--- src/rtl/agen_pkg.sv ---
package agen_pkg;
  localparam int AGEN_W     = 16;
  localparam int AGEN_NREG  = 4;
  localparam int AGEN_SEL_W = $clog2(AGEN_NREG);
  localparam int AGEN_IMM_W = 8;

  typedef enum logic [1:0] {
    KIND_INDEX  = 2'd0,
    KIND_MODIFY = 2'd1,
    KIND_LENGTH = 2'd2,
    KIND_BASE   = 2'd3
  } ldKind_e;

  // Strobes from the control to the datapath
  typedef struct packed {
    logic [AGEN_NREG-1:0] wrIndex;
    logic [AGEN_NREG-1:0] wrModify;
    logic [AGEN_NREG-1:0] wrLength;
    logic [AGEN_NREG-1:0] wrBase;
    logic                 access;
    logic                 pre;
    logic                 useImm;
  } agenStrobe_t;
endpackage

--- src/rtl/agen_ctrl.sv ---
module agen_ctrl
  import agen_pkg::*;
#(
  parameter int NREG  = AGEN_NREG,
  parameter int SEL_W = AGEN_SEL_W
) (
  input  logic             ldEn,
  input  logic [1:0]       ldKind,
  input  logic [SEL_W-1:0] ldIdx,
  input  logic             reqValid,
  input  logic             reqPre,
  input  logic             reqUseImm,
  output agenStrobe_t      strb
);
  logic [NREG-1:0] selOneHot;

  always_comb begin
    selOneHot = '0;
    selOneHot[ldIdx] = 1'b1;
  end

  always_comb begin
    strb          = '0;
    strb.access   = reqValid;
    strb.pre      = reqValid & reqPre;
    strb.useImm   = reqValid & reqUseImm;
    if (ldEn) begin
      unique case (ldKind_e'(ldKind))
        KIND_INDEX:  strb.wrIndex  = selOneHot;
        KIND_MODIFY: strb.wrModify = selOneHot;
        KIND_LENGTH: strb.wrLength = selOneHot;
        KIND_BASE:   strb.wrBase   = selOneHot;
        default:     ;
      endcase
    end
  end
endmodule

--- src/rtl/agen_wrap.sv ---
module agen_wrap #(
  parameter int W = 16
) (
  input  logic [W-1:0] ptr,
  input  logic [W-1:0] modv,
  input  logic [W-1:0] base,
  input  logic [W-1:0] len,
  output logic [W-1:0] nextPtr
);
  localparam int XW = W + 2;

  logic [W-1:0]         rel;
  logic signed [XW-1:0] relSum;
  logic signed [XW-1:0] lenExt;
  logic signed [XW-1:0] relAdj;

  always_comb begin
    rel    = ptr - base;
    relSum = $signed({2'b00, rel}) + $signed({{2{modv[W-1]}}, modv});
    lenExt = $signed({2'b00, len});
    if (relSum < 0)            relAdj = relSum + lenExt;
    else if (relSum >= lenExt) relAdj = relSum - lenExt;
    else                       relAdj = relSum;
    if (len == '0) nextPtr = ptr + modv;
    else           nextPtr = base + relAdj[W-1:0];
  end

  // from inside the window with a bounded step, the result stays inside
  logic [W:0] modMag;
  logic [W-1:0] nextRel;
  always_comb begin
    modMag  = modv[W-1] ? ({1'b0, ~modv} + 1'b1) : {1'b0, modv};
    nextRel = nextPtr - base;
    if (len != '0 && rel < len && modMag <= {1'b0, len})
      assert_in_window_R9: assert (nextRel < len);
  end
endmodule

--- src/rtl/agen_datapath.sv ---
module agen_datapath
  import agen_pkg::*;
#(
  parameter int W     = AGEN_W,
  parameter int NREG  = AGEN_NREG,
  parameter int SEL_W = AGEN_SEL_W,
  parameter int IMM_W = AGEN_IMM_W
) (
  input  logic             clk,
  input  logic             rstN,
  input  agenStrobe_t      strb,
  input  logic [W-1:0]     ldData,
  input  logic [SEL_W-1:0] reqPtr,
  input  logic [SEL_W-1:0] reqMod,
  input  logic [IMM_W-1:0] reqImm,
  output logic [W-1:0]     addrOut,
  output logic             addrDone
);
  logic [W-1:0] idxR  [NREG];
  logic [W-1:0] modR  [NREG];
  logic [W-1:0] lenR  [NREG];
  logic [W-1:0] baseR [NREG];

  logic [W-1:0] curPtr, modVal, nextPtr;

  assign curPtr = idxR[reqPtr];
  assign modVal = strb.useImm ? {{(W-IMM_W){reqImm[IMM_W-1]}}, reqImm}
                              : modR[reqMod];

  agen_wrap #(.W(W)) u_wrap (
    .ptr    (curPtr),
    .modv   (modVal),
    .base   (baseR[reqPtr]),
    .len    (lenR[reqPtr]),
    .nextPtr(nextPtr)
  );

  for (genvar g = 0; g < NREG; g++) begin : g_regs
    always_ff @(posedge clk or negedge rstN) begin
      if (!rstN) begin
        idxR[g]  <= '0;
        modR[g]  <= '0;
        lenR[g]  <= '0;
        baseR[g] <= '0;
      end else begin
        if (strb.wrModify[g]) modR[g]  <= ldData;
        if (strb.wrLength[g]) lenR[g]  <= ldData;
        if (strb.wrBase[g])   baseR[g] <= ldData;
        // load first, post-modify writeback last so it prevails
        if (strb.wrIndex[g])  idxR[g]  <= ldData;
        if (strb.access && !strb.pre && reqPtr == SEL_W'(g))
          idxR[g] <= nextPtr;
      end
    end
  end

  always_ff @(posedge clk or negedge rstN) begin
    if (!rstN) begin
      addrOut  <= '0;
      addrDone <= 1'b0;
    end else begin
      addrDone <= strb.access;
      if (strb.access) addrOut <= strb.pre ? nextPtr : curPtr;
    end
  end

  // done follows a request by exactly one cycle
  assert_done_follows_R3: assert property (@(posedge clk) disable iff (!rstN)
    strb.access |=> addrDone);
  assert_done_quiet_R3: assert property (@(posedge clk) disable iff (!rstN)
    !strb.access |=> !addrDone);
  // no request, output holds
  assert_out_hold_R11: assert property (@(posedge clk) disable iff (!rstN)
    !strb.access |=> $stable(addrOut));
  // no request and no index load, pointer 0 holds
  assert_ptr_hold_R11: assert property (@(posedge clk) disable iff (!rstN)
    (!strb.access && !strb.wrIndex[0]) |=> $stable(idxR[0]));
  // pre-modify leaves its pointer as it was
  assert_pre_keeps_R5: assert property (@(posedge clk) disable iff (!rstN)
    (strb.pre && strb.wrIndex == '0) |=> idxR[$past(reqPtr)] == $past(curPtr));
endmodule

--- src/rtl/circ_addr_gen.sv ---
module circ_addr_gen
  import agen_pkg::*;
#(
  parameter int W     = AGEN_W,
  parameter int SEL_W = AGEN_SEL_W,
  parameter int IMM_W = AGEN_IMM_W
) (
  input  logic             clk,
  input  logic             rstN,
  input  logic             ldEn,
  input  logic [1:0]       ldKind,
  input  logic [SEL_W-1:0] ldIdx,
  input  logic [W-1:0]     ldData,
  input  logic             reqValid,
  input  logic [SEL_W-1:0] reqPtr,
  input  logic             reqPre,
  input  logic             reqUseImm,
  input  logic [SEL_W-1:0] reqMod,
  input  logic [IMM_W-1:0] reqImm,
  output logic [W-1:0]     addrOut,
  output logic             addrDone
);
  agenStrobe_t strb;

  agen_ctrl #(.NREG(AGEN_NREG), .SEL_W(SEL_W)) u_ctrl (
    .ldEn     (ldEn),
    .ldKind   (ldKind),
    .ldIdx    (ldIdx),
    .reqValid (reqValid),
    .reqPre   (reqPre),
    .reqUseImm(reqUseImm),
    .strb     (strb)
  );

  agen_datapath #(.W(W), .NREG(AGEN_NREG), .SEL_W(SEL_W), .IMM_W(IMM_W)) u_dp (
    .clk     (clk),
    .rstN    (rstN),
    .strb    (strb),
    .ldData  (ldData),
    .reqPtr  (reqPtr),
    .reqMod  (reqMod),
    .reqImm  (reqImm),
    .addrOut (addrOut),
    .addrDone(addrDone)
  );
endmodule

--- config.mk ---
export PLATFORM = sky130hd
export DESIGN_NAME = circ_addr_gen
export DESIGN_NICKNAME = d
export VERILOG_FILES = /design/src/rtl/agen_pkg.sv /design/src/rtl/agen_ctrl.sv /design/src/rtl/agen_wrap.sv /design/src/rtl/agen_datapath.sv /design/src/rtl/circ_addr_gen.sv
export SDC_FILE = /design/constraint.sdc
export NUM_CORES = 1
export LEC_CHECK = 0
export BUFFER_PORTS_ARGS = -buffer_cell sky130_fd_sc_hd__buf_2
export CAP_MARGIN = 20
export CELL_PAD_IN_SITES_DETAIL_PLACEMENT = 0
export CELL_PAD_IN_SITES_GLOBAL_PLACEMENT = 2
export CORE_ASPECT_RATIO = 1.75
export CORE_MARGIN = 4
export CORE_UTILIZATION = 30
export DETAILED_ROUTE_END_ITERATION = 10
export PLACE_DENSITY_LB_ADDON = 0.1
export SETUP_SLACK_MARGIN = 0.2
export SYNTH_ARGS = -nofsm -noshare
export SYNTH_HDL_FRONTEND = slang
export SYNTH_SLANG_ARGS = --single-unit
--- constraint.sdc ---
create_clock -name clk -period 10.15 [get_ports clk]
set_input_delay 0.5075 -clock clk [delete_from_list [all_inputs] [get_ports clk]]
set_output_delay 0.5075 -clock clk [all_outputs]
set_load 0.01 [all_outputs]
==> reports/results.ini <==
[global_routing]
via_count_of_the_first_global_routing_pass = 13100
grt.total_usage = 0.197
grt_start_max_net_pins = 158
antenna_violations_before_repair = 6
global_route_wire_length_before_repair_microns = 89800
globalRouteOverflowTotal = 0

[routing]
wirelength_microns = 61600
routedWlPerCell_microns = 25.6
drt_iter0_markers = 512
firstDrtPassIters = 5
drtAntennaViolNets = 0
drt-vias-per-instance = 5.22
detail_route.drc_violations = 0
vias = 12600

[clock_tree]
clk_root_buffer_cell = clkbuf_16
hold_buffers = 0
numCtsBuffers = 29
worstSkewPairLatency_ns = 0.59
cts.path.max_buffers = 3
htree_levels = 1
cts.clk_slew.worst_paths_ns = 0.06
cts_tree = done
post_cts_buffers = 0
tritoncts_num_sinks = 273

[logic_synthesis]
synth_cells = 1563
synthesis.area_sq_um = 17300
yosys_warnings = 0
synth_nets = 1702
post_synth.cell_area_avg_sq_um = 11.0
synthDistinctLibCells = 72
synth_seq_area_share = 0.396
async_flop_share = 1.00
synth-edff-count = 0
synth_seq_cells = 273
ys.flop_type = dfrtp_1

[sta]
finalMaxSlewViolations = 0
timing.fmax_mhz = 107
period_needed_ns = 9.36
fin_crit_sh = 0.923
final-setup-viol-count = 0
timing.max_slew.rel_slack = 0.238
hold_viol_final = 0
worst_slew_pin_slew_ns = 1.13
grt_setup_unrepaired = yes
setup_skew_ns = 0.0335

[critical_path]
critical_path.max_fanout = 8
endpoint_kind = flip-flop
type_of_the_worst_setup_path = reg2reg
critical_path.max_stage_delay_ns = 0.60
critPathSlowestCell = or4b_4
cp_top_delay_family = compound AO/OA/AOI/OAI gates
critical_path_arrival_ns = 9.81
critical_path_required_ns = 10.60
path_buf_inv = 2
timing.critical_path.from_type = flip-flop

[status]
run_status = finished clean

[floorplan]
die-height_microns = 325
top_level_ports = 55
core_sq_um = 57000
rows = 116
fp.dieArea_sq_um = 61600
initial_utilization = 0.302
die_w_microns = 189

[layout]
post-route-cell-area_sq_um = 19700
drive_gt1_frac = 0.302
area.growth.synth_to_final_pct = 14.0
fin_util = 0.345
antennaDiodeCount = 0
fin_cells = 2408
fin_nets = 1760

[flow_run]
cap_viol_max_count = 0

[placed_design]
hpwl_microns = 47400
io_buffer_count = 54
final_weighted_congestion_of_routability_driven_global_placement = 0.857
placed_cells_incl_taps = 2356
postPlaceCellArea_sq_um = 18700

[min_path]
min_path_type = in2async

-- routing by layer --
layer  up-vias  part of all wire  track usage
li1       5841                 -            -
met1      6417              0.39        0.229
met2       218              0.55        0.378
met3        82             0.022       0.0144
met4         0             0.037       0.0644
met5         -                 0            0
-- worst paths after layout --
kind	startpoint	end	slack, ns	cells after the start
worst max-delay path	u_dp.idxR[48]	u_dp.idxR[14]	0.79	38
worst min-delay path	rstN	u_dp.lenR[31]	0.01	1
worst max register to register	u_dp.idxR[48]	u_dp.idxR[14]	0.79	38
worst min register to register	u_dp.addrOut[11]	u_dp.addrOut[11]	0.48	1
max in group asynchronous	rstN	u_dp.idxR[21]	8.72	2
min in group clk	reqValid	u_dp.addrDone	0.36	2
-- cells in the final DEF (no fill, tap or decap), types with 10 or more instances in the layout --
master | netlist | layout
dfrtp_1 | 273 | 273
mux2_2 | 231 | 231
nand2_1 | 116 | 116
ha_1 | 95 | 92
o21ai_0 | 93 | 91
a21oi_1 | 86 | 85
nor2_1 | 83 | 76
inv_1 | 67 | 67
mux4_2 | 64 | 64
buf_4 | 0 | 57
buf_2 | 7 | 52
mux2i_1 | 40 | 38
xnor2_1 | 40 | 37
clkbuf_16 | 0 | 29
nor3_1 | 21 | 20
a21o_1 | 19 | 19
nand2b_1 | 18 | 18
o21bai_1 | 16 | 16
nor2b_1 | 14 | 14
a31oi_1 | 14 | 14
xor2_1 | 13 | 13
nand3_1 | 11 | 11
o21a_1 | 11 | 11
o211ai_1 | 10 | 10
clkbuf_1 | 72 | 10
-- timing repair --
action / 4_1_cts / 5_1_grt
hold endpoints to repair: 0 / 0
setup endpoints to repair: 0 / 33
resized for setup: 0 / 17
-- Yosys cell counts, types with 7 or more instances --
cell	number	area, sq um
nor3_1	21	105
nand2b_1	18	113
o22ai_1	9	56.3
mux2_2	231	2600
nor2_1	83	312
a211oi_1	8	60.1
a21o_1	19	143
nor2b_1	14	87.6
o31ai_1	7	52.6
o211ai_1	10	75.1
o21a_1	11	82.6
a31oi_1	14	87.6
o21ai_0	93	465
mux2i_1	40	400
a221oi_1	7	61.3
ha_1	95	1190
mux4_2	64	1440
inv_1	67	251
o21bai_1	16	120
buf_2	7	35.0
dfrtp_1	273	6830
nand3_1	11	55.1
and3_1	8	50.1
xor2_1	13	114
or2_2	8	50.1
xnor2_1	40	350
nand2_1	116	435
a21oi_1	86	430
clkbuf_1	72	270
-- final cells by class --
| type | instances | area (sq um) |
|---|---|---|
| multi-input combinational | 1135 | 9900 |
| tap | 767 | 960 |
| inverter | 68 | 255 |
| fill | 5774 | 37400 |
| clock inverter | 9 | 134 |
| clock buffer | 42 | 805 |
| sequential | 273 | 6830 |
| timing repair buffer | 114 | 781 |
-- sequential cells by signal, summed over array words and instances (netlist names) --
signal and flops:
u_dp.addrOut 16, u_dp.idxR 64, u_dp.lenR 64, u_dp.baseR 64, u_dp.addrDone 1, u_dp.modR 64
-- cell families (layout without fill, tap and decap cells) --
kind of cell / Yosys count / count (layout) / synth area share
xor gates and xnor gates: 53 / 53 / 0.0269
adders and majority gates: 101 / 101 / 0.0759
DFF: 273 / 273 / 0.396
buffers and inverters: 155 / 233 / 0.0351
and+or+nand+nor: 320 / 320 / 0.0876
muxes: 336 / 336 / 0.258
AOI/OAI and AO/OA: 325 / 325 / 0.120
-- per-stage QoR --
stage | hold WS (ns) | worst slack, ns | TNS [ns]
2_1_floorplan | 0.212 | 0.269 | 0
3_3_place_gp | 0.464 | -0.0283 | -0.0352
3_5_place_dp | 0.476 | -0.0837 | -0.300
4_1_cts | 0.0710 | 0.260 | 0
5_1_grt | 0.112 | 0.196 | 0
6_report | 0.0120 | 0.785 | 0
Power is not shown: default switching activity piles up to over one toggle a cycle in this logic, so the estimate is an artifact.
